===== config.mk =====
export PLATFORM = sky130hd
export DESIGN_NAME = rail_sequencer
export DESIGN_NICKNAME = d
export VERILOG_FILES = /design/src/rtl/seq_pkg.sv /design/src/rtl/en_sync.sv /design/src/rtl/step_timer.sv /design/src/rtl/seq_ctrl.sv /design/src/rtl/rail_sequencer.sv
export SDC_FILE = /design/constraint.sdc
export NUM_CORES = 1
export LEC_CHECK = 0
export ABC_CLOCK_PERIOD_IN_PS = 3500
export BUFFER_PORTS_ARGS = -buffer_cell sky130_fd_sc_hd__clkbuf_2
export CORE_MARGIN = 4
export CORE_UTILIZATION = 25
export DETAILED_ROUTE_END_ITERATION = 10
export PLACE_DENSITY = 0.58
export SYNTH_ARGS = -nofsm -noshare
export SYNTH_HDL_FRONTEND = slang
export SYNTH_HIERARCHICAL = 1
export SYNTH_SLANG_ARGS = --single-unit

===== constraint.sdc =====
create_clock -name clk -period 3.5 [get_ports clk]
set_input_delay 0.35 -clock clk [delete_from_list [all_inputs] [get_ports clk]]
set_output_delay 0.35 -clock clk [all_outputs]
set_load 0.03 [all_outputs]

===== src/rtl/seq_pkg.sv =====
// Package: shared types for the rail sequencer.
// Assumes three flags; the delay width is a parameter of the users.
package seq_pkg;
    localparam int NUM_FLAGS = 3;

    typedef enum logic [1:0] {
        ST_IDLE_LOW  = 2'd0,
        ST_RAMP_UP   = 2'd1,
        ST_ALL_HIGH  = 2'd2,
        ST_RAMP_DOWN = 2'd3
    } seq_status_e;
endpackage


===== src/rtl/en_sync.sv =====
// Module: en_sync
// Brings an asynchronous level into the clock domain through a chain of
// flops. Assumes the input is a slow level, not a pulse.
module en_sync #(
    parameter int STAGES = 2
) (
    input  logic clk,
    input  logic rst_n,
    input  logic d_async,
    output logic q_sync
);
    logic [STAGES-1:0] chain;

    // Shift the level through the synchroniser chain.
    always_ff @(posedge clk) begin
        if (!rst_n) chain <= '0;
        else        chain <= {chain[STAGES-2:0], d_async};
    end

    assign q_sync = chain[STAGES-1];
endmodule


===== src/rtl/step_timer.sv =====
// Module: step_timer
// Shared down-counter. Load has priority; otherwise it counts down to zero
// and holds there. Assumes the controller loads before each step.
module step_timer #(
    parameter int CNT_W = 16
) (
    input  logic             clk,
    input  logic             rst_n,
    input  logic             load,
    input  logic [CNT_W-1:0] load_val,
    output logic             at_zero
);
    logic [CNT_W-1:0] cnt;

    // Load a new delay or count the current one down.
    always_ff @(posedge clk) begin
        if (!rst_n)          cnt <= '0;
        else if (load)       cnt <= load_val;
        else if (cnt != '0)  cnt <= cnt - 1'b1;
    end

    assign at_zero = (cnt == '0);
endmodule


===== src/rtl/seq_ctrl.sv =====
// Module: seq_ctrl
// Holds the flag level (number of asserted flags) and the armed step.
// On a change of the synchronised enable it arms a step in the new
// direction, picking the delay of the flag that moves next. When the timer
// reaches zero it takes the step and rearms if the sequence is unfinished.
// Assumes the delay inputs are static while a step is armed.
module seq_ctrl #(
    parameter int CNT_W = 16
) (
    input  logic                  clk,
    input  logic                  rst_n,
    input  logic                  en_s,
    input  logic                  at_zero,
    input  logic [2:0][CNT_W-1:0] up_dly,
    input  logic [2:0][CNT_W-1:0] dn_dly,
    output logic                  load,
    output logic [CNT_W-1:0]      load_val,
    output logic [1:0]            lvl,
    output seq_pkg::seq_status_e  status
);
    import seq_pkg::*;

    logic       armed, arm_up;
    logic       want, reversing, start, fire, cont, use_up;
    logic [1:0] lvl_nx;

    // Decide whether to arm, fire or rearm in this cycle.
    always_comb begin
        want      = en_s ? (lvl != 2'd3) : (lvl != 2'd0);
        reversing = armed && (arm_up != en_s);
        start     = want && (!armed || reversing);
        fire      = armed && !reversing && at_zero;
        if (fire) lvl_nx = arm_up ? lvl + 2'd1 : lvl - 2'd1;
        else      lvl_nx = lvl;
        cont      = fire && (arm_up ? (lvl_nx != 2'd3) : (lvl_nx != 2'd0));
        load      = start || cont;
        use_up    = start ? en_s : arm_up;
    end

    // Pick the delay of the flag that moves next.
    always_comb begin
        load_val = '0;
        if (use_up) begin
            case (lvl_nx)
                2'd0:    load_val = up_dly[0];
                2'd1:    load_val = up_dly[1];
                2'd2:    load_val = up_dly[2];
                default: load_val = '0;
            endcase
        end else begin
            case (lvl_nx)
                2'd1:    load_val = dn_dly[0];
                2'd2:    load_val = dn_dly[1];
                2'd3:    load_val = dn_dly[2];
                default: load_val = '0;
            endcase
        end
    end

    // Register the level and the armed step.
    always_ff @(posedge clk) begin
        if (!rst_n) begin
            lvl    <= 2'd0;
            armed  <= 1'b0;
            arm_up <= 1'b0;
        end else begin
            lvl <= lvl_nx;
            if (load) begin
                armed  <= 1'b1;
                arm_up <= use_up;
            end else if (fire || reversing) begin
                armed  <= 1'b0;
            end
        end
    end

    // Report the phase from the level and the armed direction.
    always_comb begin
        if (armed)             status = arm_up ? ST_RAMP_UP : ST_RAMP_DOWN;
        else if (lvl == 2'd0)  status = ST_IDLE_LOW;
        else if (lvl == 2'd3)  status = ST_ALL_HIGH;
        else                   status = en_s ? ST_RAMP_UP : ST_RAMP_DOWN;
    end
endmodule


===== src/rtl/rail_sequencer.sv =====
// Module: rail_sequencer (top)
// Three-flag power sequencer. It synchronises the enable, runs the shared
// step timer and drives thermometer-coded release flags. Assumes the
// delay ports are static while a sequence runs.
module rail_sequencer #(
    parameter int CNT_W     = 16,
    parameter int SYNC_STGS = 2
) (
    input  logic             clk,
    input  logic             rst_n,
    input  logic             en_async,
    input  logic [CNT_W-1:0] up_dly_f1,
    input  logic [CNT_W-1:0] up_dly_f2,
    input  logic [CNT_W-1:0] up_dly_f3,
    input  logic [CNT_W-1:0] dn_dly_f1,
    input  logic [CNT_W-1:0] dn_dly_f2,
    input  logic [CNT_W-1:0] dn_dly_f3,
    output logic [2:0]       flags,
    output logic [1:0]       status
);
    import seq_pkg::*;

    logic                  en_s;
    logic                  at_zero, load;
    logic [CNT_W-1:0]      load_val;
    logic [1:0]            lvl;
    logic [2:0][CNT_W-1:0] up_dly, dn_dly;
    seq_status_e           st;

    assign up_dly = {up_dly_f3, up_dly_f2, up_dly_f1};
    assign dn_dly = {dn_dly_f3, dn_dly_f2, dn_dly_f1};

    en_sync #(.STAGES(SYNC_STGS)) u_sync (
        .clk(clk), .rst_n(rst_n), .d_async(en_async), .q_sync(en_s)
    );

    step_timer #(.CNT_W(CNT_W)) u_timer (
        .clk(clk), .rst_n(rst_n), .load(load), .load_val(load_val),
        .at_zero(at_zero)
    );

    seq_ctrl #(.CNT_W(CNT_W)) u_ctrl (
        .clk(clk), .rst_n(rst_n), .en_s(en_s), .at_zero(at_zero),
        .up_dly(up_dly), .dn_dly(dn_dly), .load(load), .load_val(load_val),
        .lvl(lvl), .status(st)
    );

    // Flag g is asserted while the level exceeds g.
    for (genvar g = 0; g < NUM_FLAGS; g++) begin : g_flag
        assign flags[g] = (lvl > 2'(g));
    end

    assign status = st;
endmodule


==> flow_metrics.env, run 1 <==
export IMPL_cts_tree="done"
export IMPL_clock_tree_buffer_depth=2
export IMPL_reg2reg_to="u_timer/cnt[15]"
export IMPL_syn_cell_area_sq_um=2270
export IMPL_postCtsSetupRepairBufs=0
export IMPL_finClkSkew_ps=1.67
export IMPL_antenna_found_initial=0
export IMPL_ys_ff_latch=22
export IMPL_final_cell_mix="clkbuf_2, nand3_1, dfxtp_1, o211ai_1, nand2_1"
export IMPL_synthCells=289
export IMPL_syn2layout_area_growth_pct=29.1
export IMPL_hold_path_end="u_sync/chain[0]"
export IMPL_worst_path_buf_inv=2
export IMPL_io_pins=104
export IMPL_switchingPower_mw=0.690
export IMPL_post_route_cell_area_sq_um=2940
export IMPL_ff2ff_setup_slack_ps=240
export IMPL_cts_sinks=22
export IMPL_grt_max_degree=34
export IMPL_setup_violations_final=0
export IMPL_drt_iter0_drc=85
export IMPL_core_sq_um=8810
export IMPL_slowest_stage="or3_4"
export IMPL_std_cell_rows=34
export IMPL_h_tree_depth=1
export IMPL_ys_types=53
export IMPL_hold_depth=2
export IMPL_run_status="complete, no violations"
export IMPL_grt_usage_pct=14.3
export IMPL_critPathLaunchType="flop"
export IMPL_fin_crit_sh_pct=93.0
export IMPL_pwr_share_comb_pct=59.3
export IMPL_relSlewSlack_pct=53.2
export IMPL_via_per_inst=5.28
export IMPL_hold_ws_ps=289
export IMPL_crit_path_max_incr_delay_ps=500
export IMPL_hold_violations=0
export IMPL_wl_um=7450
export IMPL_drive_above_1_share_pct=35.4
export IMPL_layout_min_cycle_time_ps=3260
export IMPL_place_gp_congestion=0.841
export IMPL_power_internal_mw=0.856
export IMPL_place_hpwl_um=6170
export IMPL_swShare_pct=44.7
export IMPL_seq_area_frac_synth_pct=19.4
export IMPL_leakagePower_nw=1.23
export IMPL_mostFrequentLayoutCell="clkbuf_2"
export IMPL_path_cells="inv_1 -> ha_1 -> nor2b_1 -> nand3_1 -> nor4_2 -> buf_4 -> nand2_1 -> or3_4 -> nand2_8 -> mux2i_1 -> o2111ai_1 -> mux2_2 -> o311ai_0 -> o211ai_1"
export IMPL_numCtsBuffers=3
export IMPL_fin_nets=487
export IMPL_dr_pass1_iters=4
export IMPL_seq_power_share_pct=28.8
export IMPL_clkPwrFrac_pct=11.9
export IMPL_r2r_start="u_timer/cnt[0]"
export IMPL_die_x_um=103
export IMPL_critical_path_arrival_ps=3390
export IMPL_ctsResizeCount=0
export IMPL_drv_slew=0
export IMPL_synth_nets=391
export IMPL_critPathCaptureType="flop"
export IMPL_worstMarginPinSlew_ps=702
export IMPL_numPortBuffers=103
export IMPL_wl_per_cell_um=15.1
export IMPL_cp_max_fo=16
export IMPL_vdd_drop_max_mv=0.318
export IMPL_grt_overflow=0
export IMPL_fillerInstances=954
export IMPL_hp_class="in2reg"
export IMPL_yosysWarnings=6
export IMPL_crit_family="simple AND/OR/NAND/NOR gates"
export IMPL_max_clock_freq_mhz=307
export IMPL_min_from="en_async"
export IMPL_ctsHoldBuffers=0
export IMPL_grt_first_pass_wirelength_um=12300
export IMPL_grt_pass1_vias=2573
export IMPL_num_vias=2598
export IMPL_cts_root_buffer="clkbuf_8"
export IMPL_initial_utilization_pct=25.8
export IMPL_drcViolationCount=0
export IMPL_worstSkewPairLatency_ps=260
export IMPL_antenna_cells=0
export IMPL_utilization_pct=33.3
export IMPL_die_area_sq_um=10700
export IMPL_place_area_sq_um=2860
export IMPL_power_density_nw_per_um2=527
export IMPL_synth_avg_cell_area_sq_um=7.87
export IMPL_clk_pin_slew_ps=80
export IMPL_die_h_um=103
export IMPL_path_class="reg2reg"
export IMPL_r2r_worst_path_cells=14
export IMPL_required_ps=3630
export IMPL_drv_cap=0
export IMPL_drtAntennaViolNets=0
-- final cells by class --
cell class / count / area, sq um / share of cell area, %
clock buffers: 4 / 55.1 / 1.88
inverters: 7 / 26.3 / 0.895
multi-input cells: 236 / 1660 / 56.6
flip-flops and latches: 22 / 440 / 15.0
well taps: 108 / 135 / 4.60
repair buffers: 115 / 618 / 21.1
-- power groups by stage --
stage	combinational, mW	sequential (mW)	clock [mW]
after floorplan	0.670	0.423	0
after global placement	0.905	0.442	0
after detailed placement	0.900	0.447	0
after CTS	0.910	0.442	0.190
after global routing	1.03	0.458	0.202
final	0.918	0.445	0.184
-- worst max path at each step --
stage                               start              end  slack [ps]  cells past startpoint
after floorplan            u_timer/cnt[0]  u_timer/cnt[15]         380                     14
after global placement    u_timer/cnt[10]  u_timer/cnt[15]         170                     11
after detailed placement   u_timer/cnt[0]  u_timer/cnt[15]          80                     14
after CTS                  u_timer/cnt[0]  u_timer/cnt[15]          70                     14
after global routing       u_timer/cnt[0]  u_timer/cnt[15]         -20                     14
final                      u_timer/cnt[0]  u_timer/cnt[15]         240                     14
-- state kept, by name (all words and copies together), names as in the netlist --
signal / flops
u_ctrl/lvl: 2
u_ctrl/armed: 1
u_sync/chain: 2
u_timer/cnt: 16
u_ctrl/arm_up: 1
-- synth_stat cells, drive strengths merged --
master,number,area [sq um]
o2111ai,16,140
inv,7,26.3
mux2,1,11.3
o21a,2,15.0
and2,4,26.3
a32o,1,10.0
o21ai,15,82.6
and3b,1,8.76
nand3,41,205
a31oi,1,6.26
xor2,10,87.6
nand2,18,83.8
a22oi,2,15.0
nor4,3,33.8
or4b,1,10.0
o31ai,2,15.0
nor3,4,20.0
dfxtp,22,440
nand4,5,37.5
or4,1,7.51
o211ai,20,150
or3,3,23.8
and3,17,108
mux2i,16,160
a21oi,2,21.3
nor2,13,48.8
or2,3,18.8
nand4b,2,17.5
xnor2,4,42.6
a21boi,17,131
o31a,1,8.76
o311ai,1,8.76
nor2b,4,25.0
o21bai,1,7.51
nor4b,1,8.76
clkbuf,10,38.8
buf,14,134
ha,3,37.5
-- kinds of logic (layout without fill, tap and decap cells) --
kind of cell / Yosys count / count (layout) / share of synthesized area [%]
simple gates: 121 / 121 / 30.1
flops: 22 / 22 / 19.4
compound gates: 81 / 81 / 26.9
fa+ha+maj: 3 / 3 / 1.65
buf+inv: 31 / 126 / 8.75
xor+xnor: 14 / 14 / 5.72
mux: 17 / 17 / 7.54
-- layer usage --
| metal | routed length, um | track usage, % | vias up |
|---|---|---|---|
| met5 | 0 | 0 | - |
| met1 | 3320 | 19.0 | 1206 |
| met2 | 3580 | 23.8 | 95 |
| met4 | 131 | 3.69 | 0 |
| li1 | - | - | 1289 |
| met3 | 421 | 2.82 | 8 |
-- stage by stage --
| stage | cells | TNS, ps | power [mW] | worst slack (ps) |
|---|---|---|---|---|
| 4_1_cts | 492 | 0 | 1.54 | 65.5 |
| 5_1_grt | 492 | -19.6 | 1.69 | -19.6 |
| 3_3_place_gp | 488 | 0 | 1.35 | 170 |
| 2_1_floorplan | 289 | 0 | 1.09 | 377 |
| 3_5_place_dp | 488 | 0 | 1.35 | 76.1 |
| 6_report | 492 | 0 | 1.55 | 243 |
-- worst reg2reg max path, stage by stage (launching register included) --
cell and delay [ps]:
dfxtp_1 360, inv_1 90, ha_1 220, nor2b_1 200, nand3_1 150, nor4_2 180, buf_4 160, nand2_1 130
or3_4 500, nand2_8 210, mux2i_1 290, o2111ai_1 130, mux2_2 280, o311ai_0 100, o211ai_1 140
Note: power is estimated with default switching activity, not from simulation.
==> run 2: changes to the inputs <==
RECOVER_POWER = 100   (was unset)
==> flow_metrics.env, run 2 (synthesis results as in run 1) <==
export IMPL_cp_max_fo=16
export IMPL_swShare_pct=44.7
export IMPL_clk_pin_slew_ps=80
export IMPL_grt_overflow=0
export IMPL_layout_min_cycle_time_ps=3250
export IMPL_grt_pass1_vias=2573
export IMPL_cts_tree="done"
export IMPL_switchingPower_mw=0.690
export IMPL_required_ps=3630
export IMPL_die_h_um=103
export IMPL_largestRegisters="u_timer/cnt (16), u_ctrl/lvl (2), u_sync/chain (2)"
export IMPL_mostFrequentLayoutCell="clkbuf_2"
export IMPL_place_hpwl_um=6170
export IMPL_vdd_drop_max_mv=0.318
export IMPL_critPathCaptureType="flop"
export IMPL_die_area_sq_um=10700
export IMPL_postCtsSetupRepairBufs=0
export IMPL_cts_sinks=22
export IMPL_initial_utilization_pct=25.8
export IMPL_antenna_cells=0
export IMPL_ctsResizeCount=0
export IMPL_power_internal_mw=0.854
export IMPL_numPortBuffers=103
export IMPL_place_gp_congestion=0.841
export IMPL_io_pins=104
export IMPL_drt_iter0_drc=85
export IMPL_die_x_um=103
export IMPL_ctsHoldBuffers=0
export IMPL_clkPwrFrac_pct=11.9
export IMPL_leakagePower_nw=1.21
export IMPL_critical_path_arrival_ps=3390
export IMPL_cts_root_buffer="clkbuf_8"
export IMPL_hold_ws_ps=296
export IMPL_grt_usage_pct=14.3
export IMPL_seq_power_share_pct=28.8
export IMPL_wl_per_cell_um=15.2
export IMPL_clock_tree_buffer_depth=2
export IMPL_numPlacedInstances=488
export IMPL_wl_um=7460
export IMPL_fin_crit_sh_pct=93.0
export IMPL_post_route_cell_area_sq_um=2930
export IMPL_grt_max_degree=34
export IMPL_setup_violations_final=0
export IMPL_relSlewSlack_pct=53.3
export IMPL_fillerInstances=959
export IMPL_via_per_inst=5.27
export IMPL_pwr_share_comb_pct=59.3
export IMPL_path_class="reg2reg"
export IMPL_fin_nets=487
export IMPL_place_area_sq_um=2860
export IMPL_dr_pass1_iters=4
export IMPL_hold_violations=0
export IMPL_syn2layout_area_growth_pct=28.8
export IMPL_num_vias=2595
export IMPL_largest_reg_flops=16
export IMPL_final_cell_mix="clkbuf_2, nand3_1, dfxtp_1, o211ai_1, nand2_1"
export IMPL_worstMarginPinSlew_ps=700
export IMPL_power_density_nw_per_um2=527
export IMPL_antenna_found_initial=0
export IMPL_drtAntennaViolNets=0
export IMPL_numCtsBuffers=3
export IMPL_worstSkewPairLatency_ps=260
export IMPL_critPathLaunchType="flop"
export IMPL_drive_above_1_share_pct=34.1
export IMPL_drv_slew=0
export IMPL_run_status="complete, no violations"
export IMPL_std_cell_rows=34
export IMPL_finClkSkew_ps=1.76
export IMPL_hp_class="in2reg"
export IMPL_drv_cap=0
export IMPL_h_tree_depth=1
export IMPL_largest_register="u_timer/cnt"
export IMPL_finalNonFillerCells=492
export IMPL_core_sq_um=8810
export IMPL_drcViolationCount=0
export IMPL_max_clock_freq_mhz=307
export IMPL_grt_first_pass_wirelength_um=12300
==> run 2: worst max-delay path, cell delays in order, from the launching register on <==
cell,delay [ps]
dfxtp_1,360
inv_1,90
ha_1,220
nor2b_1,190
nand3_1,150
nor4_2,180
buf_4,160
nand2_1,130
or3_4,500
nand2_8,200
mux2i_1,290
o2111ai_1,120
mux2_2,280
o311ai_0,100
o211ai_1,140
==> run 2: cell type report <==
class / count / area (sq um) / share of cell area (%)
multi-input combinational: 236 / 1660 / 56.7
timing repair buffer: 115 / 612 / 20.9
tap: 108 / 135 / 4.61
inverter: 7 / 26.3 / 0.897
clock buffer: 4 / 55.1 / 1.88
sequential: 22 / 440 / 15.0
==> run 2: per-stage QoR <==
step | power [mW] | util [%] | worst slack, ps | setup TNS, ps
5_1_grt | 1.69 | 33.3 | -19.6 | -19.6
3_3_place_gp | 1.35 | 32.5 | 170 | 0
2_1_floorplan | 1.09 | - | 377 | 0
4_1_cts | 1.54 | 33.1 | 65.5 | 0
6_report | 1.54 | 33.3 | 245 | 0
3_5_place_dp | 1.35 | 32.5 | 76.1 | 0
==> run 2: power by group through the flow <==
stage | combinational (mW) | clock (mW) | sequential, mW
6_report | 0.916 | 0.184 | 0.445
5_1_grt | 1.03 | 0.202 | 0.458
4_1_cts | 0.910 | 0.190 | 0.442
3_5_place_dp | 0.900 | 0 | 0.447
3_3_place_gp | 0.905 | 0 | 0.442
2_1_floorplan | 0.670 | 0 | 0.423
==> run 2: per-layer routing <==
| metal | routed length, um | global-route usage, % | vias up |
|---|---|---|---|
| met5 | 0 | 0 | - |
| met4 | 131 | 3.69 | 0 |
| met3 | 413 | 2.82 | 8 |
| met2 | 3570 | 23.8 | 95 |
| met1 | 3340 | 19.0 | 1202 |
| li1 | - | - | 1290 |
==> run 2: path summary, 6_finish.rpt <==
check                                     start              end  slack (ps)  cells after the start
worst min register to register  u_sync/chain[0]  u_sync/chain[1]         450                      1
worst max register to register   u_timer/cnt[0]  u_timer/cnt[15]         250                     14
worst min-delay path                   en_async  u_sync/chain[0]         300                      2
worst max-delay path             u_timer/cnt[0]  u_timer/cnt[15]         250                     14
==> run 3: changes to the inputs <==
ABC_AREA = 1   (was unset)
BUFFER_PORTS_ARGS = unset   (was -buffer_cell sky130_fd_sc_hd__clkbuf_2)
DONT_BUFFER_PORTS = 1   (was unset)
PLACE_DENSITY = 0.48   (was 0.58)
==> flow_metrics.env, run 3 <==
export IMPL_run_status="complete, no violations"
export IMPL_synthCells=442
export IMPL_place_hpwl_um=6750
export IMPL_ys_types=35
export IMPL_path_class="reg2reg"
export IMPL_grt_overflow=0
export IMPL_setup_tns_ps=0
export IMPL_power_internal_mw=0.903
export IMPL_die_h_um=110
export IMPL_final_cell_mix="nand2_1, nand3_1, nor2_1, nand4_1, inv_1"
export IMPL_synth_nets=544
export IMPL_die_x_um=110
export IMPL_synth_most_common_cell="nand2_1"
export IMPL_antenna_found_initial=0
export IMPL_hold_violations=0
export IMPL_numCtsBuffers=3
export IMPL_num_vias=2866
export IMPL_dr_pass1_iters=4
export IMPL_largestRegisters="u_timer/cnt (16), u_ctrl/lvl (2), u_sync/chain (2)"
export IMPL_leakagePower_nw=1.25
export IMPL_use_met3_pct=1.82
export IMPL_drcViolationCount=0
export IMPL_fin_crit_sh_pct=86.2
export IMPL_clkPwrFrac_pct=9.6
export IMPL_synth_edf_count=0
export IMPL_critPathCaptureType="flop"
export IMPL_grt_pass1_vias=2760
export IMPL_crit_path_max_incr_delay_ps=350
export IMPL_largest_register="u_timer/cnt"
export IMPL_layout_min_cycle_time_ps=3020
export IMPL_hp_class="in2reg"
export IMPL_multi_input_area_sq_um=1860
export IMPL_syn2layout_area_growth_pct=4.89
export IMPL_slowest_stage="dfxtp_1"
export IMPL_grt_usage_pct=14.0
export IMPL_setup_violations_final=0
export IMPL_antenna_cells=0
export IMPL_critPathMostFrequentCell="nand2_1"
export IMPL_drv_cap=0
export IMPL_min_from="en_async"
export IMPL_reg2reg_to="u_timer/cnt[0]"
export IMPL_relSlewSlack_pct=48.6
export IMPL_vdd_drop_max_mv=0.225
export IMPL_worstSkewPairLatency_ps=270
export IMPL_io_pins=104
export IMPL_critical_path_arrival_ps=3220
export IMPL_max_clock_freq_mhz=331
export IMPL_pwr_share_comb_pct=67.9
export IMPL_mostFrequentLayoutCell="nand2_1"
export IMPL_critPathLaunchType="flop"
export IMPL_std_cell_rows=36
export IMPL_yosysWarnings=6
export IMPL_top_usage_layer="met2"
export IMPL_syn_cell_area_sq_um=2580
export IMPL_synth_area_leader_cell="nand2_1"
export IMPL_grt_max_degree=41
export IMPL_startpoint="u_timer/cnt[0]"
export IMPL_power_mw=1.97
export IMPL_drt_iter0_drc=180
export IMPL_hold_depth=2
export IMPL_met1_usage_pct=18.4
export IMPL_drive_above_1_share_pct=12.4
export IMPL_async_flop_share_pct=0
export IMPL_wl_um=8470
export IMPL_switchingPower_mw=1.07
export IMPL_synthFlopType="dfxtp_1"
export IMPL_core_sq_um=9910
export IMPL_path_cells="inv_1 -> ha_1 -> nand2_4 -> nor2_8 -> nand4_4 -> inv_1 -> nand2_1 -> nor2_2 -> nand3_4 -> nand2_4 -> clkbuf_2 -> nand3_1 -> nand3_1 -> nand2_1 -> nand2_1 -> nand2_1 -> o21ai_0 -> nand2_1 -> a21oi_1"
export IMPL_cts_root_buffer="clkbuf_8"
export IMPL_cts_sinks=22
export IMPL_hold_path_end="u_sync/chain[0]"
export IMPL_ctsHoldBuffers=0
export IMPL_finClkSkew_ps=11.3
export IMPL_ys_ff_latch=22
export IMPL_drtAntennaViolNets=0
export IMPL_cp_max_fo=40
export IMPL_ctsResizeCount=0
export IMPL_power_density_nw_per_um2=727
export IMPL_drv_slew=0
export IMPL_place_gp_congestion=0.831
export IMPL_required_ps=3700
export IMPL_fillerInstances=1176
export IMPL_seq_area_frac_synth_pct=17.0
export IMPL_postCtsSetupRepairBufs=0
export IMPL_ff2ff_setup_slack_ps=480
export IMPL_h_tree_depth=1
export IMPL_r2r_worst_path_cells=19
export IMPL_regArea_sq_um=440
export IMPL_r2r_start="u_timer/cnt[0]"
export IMPL_cts_tree="done"
export IMPL_synth_common_cells="nand2_1, nand3_1, nor2_1"
export IMPL_die_area_sq_um=12000
export IMPL_seq_power_share_pct=22.5
export IMPL_fin_nets=532
export IMPL_grt_first_pass_wirelength_um=13400
export IMPL_clock_tree_buffer_depth=2
export IMPL_met2_usage_pct=23.9
export IMPL_initial_utilization_pct=26.1
export IMPL_wl_per_cell_um=15.1
export IMPL_numPortBuffers=0
export IMPL_yosys_area_top_type_share_pct=19.2
export IMPL_clk_pin_slew_ps=90
export IMPL_synth_avg_cell_area_sq_um=5.85
export IMPL_synthTopCellsByArea="nand2_1, dfxtp_1, nand3_1, nand4_1, nor2_1"
export IMPL_worstMarginPinSlew_ps=768
export IMPL_swShare_pct=54.2
export IMPL_rsz0062_at_grt="no"
export IMPL_via_per_inst=5.10
export IMPL_largest_reg_flops=16
==> run 3: cell types whose count changed after synthesis, moves of 10 or more <==
cell	previous run	this run
nand3_2	0	10
a21boi_0	16	0
nand4_1	4	35
nor2_1	13	38
nand2_1	17	132
o211ai_1	20	0
mux2i_1	16	0
inv_1	7	28
o2111ai_1	16	0
buf_2	2	12
nand3_1	41	85
and3_1	16	0
==> run 3: worst max path at each step <==
stage	end	slack, ps
3_5_place_dp	u_timer/cnt[0]	570
5_1_grt	u_timer/cnt[1]	140
3_3_place_gp	u_timer/cnt[0]	620
4_1_cts	u_timer/cnt[0]	550
2_1_floorplan	u_timer/cnt[6]	1040
6_report	u_timer/cnt[0]	480
==> run 3: cell type report <==
| class | count | area share, % |
|---|---|---|
| Tap cell | 133 | 6.14 |
| Timing Repair Buffer | 8 | 1.85 |
| Multi-Input combinational cell | 358 | 68.6 |
| Clock buffer | 4 | 2.03 |
| Inverter | 37 | 5.12 |
| Sequential cell | 22 | 16.2 |
==> run 3: cells by family (layout without fill, tap and decap cells) <==
| logic type | after synthesis | after routing | synth area share, % |
|---|---|---|---|
| AOI/OAI and AO/OA | 19 | 19 | 4.16 |
| DFF | 22 | 22 | 17.0 |
| buffers and inverters | 62 | 49 | 10.6 |
| adders and majority gates | 3 | 3 | 1.45 |
| and+or+nand+nor | 330 | 330 | 64.7 |
| xor gates and xnor gates | 6 | 6 | 2.03 |
==> run 3: worst max-delay path: cells and delay by family, from the launching register on <==
family	cells	cell delay, ps
buffers and inverters	3	570
DFF	1	350
AOI/OAI and AO/OA	2	200
and+or+nand+nor	13	1580
adders and majority gates	1	230
==> run 3: metal layers <==
layer / wire [um] / vias up
li1: - / 1445
met1: 3690 / 1306
met5: 0 / -
met3: 491 / 6
met2: 4190 / 109
met4: 107 / 0
==> run 3: power groups by stage <==
stage / logic, mW / clock network (mW) / registers, mW
3_5_place_dp: 1.35 / 0 / 0.448
4_1_cts: 1.35 / 0.200 / 0.444
6_report: 1.34 / 0.189 / 0.444
3_3_place_gp: 1.35 / 0 / 0.447
2_1_floorplan: 1.14 / 0 / 0.420
5_1_grt: 1.53 / 0.204 / 0.456
==> run 3: stage by stage <==
step / hold slack, ps / utilization [%] / cell area, sq um / setup WS, ps / cells
after floorplan: 390 / - / 2580 / 1040 / 442
after global placement: 407 / 27.0 / 2680 / 623 / 558
after detailed placement: 401 / 27.0 / 2680 / 570 / 558
after CTS: 172 / 27.6 / 2730 / 548 / 562
after global routing: 173 / 27.4 / 2710 / 137 / 562
final: 181 / 27.4 / 2710 / 482 / 562
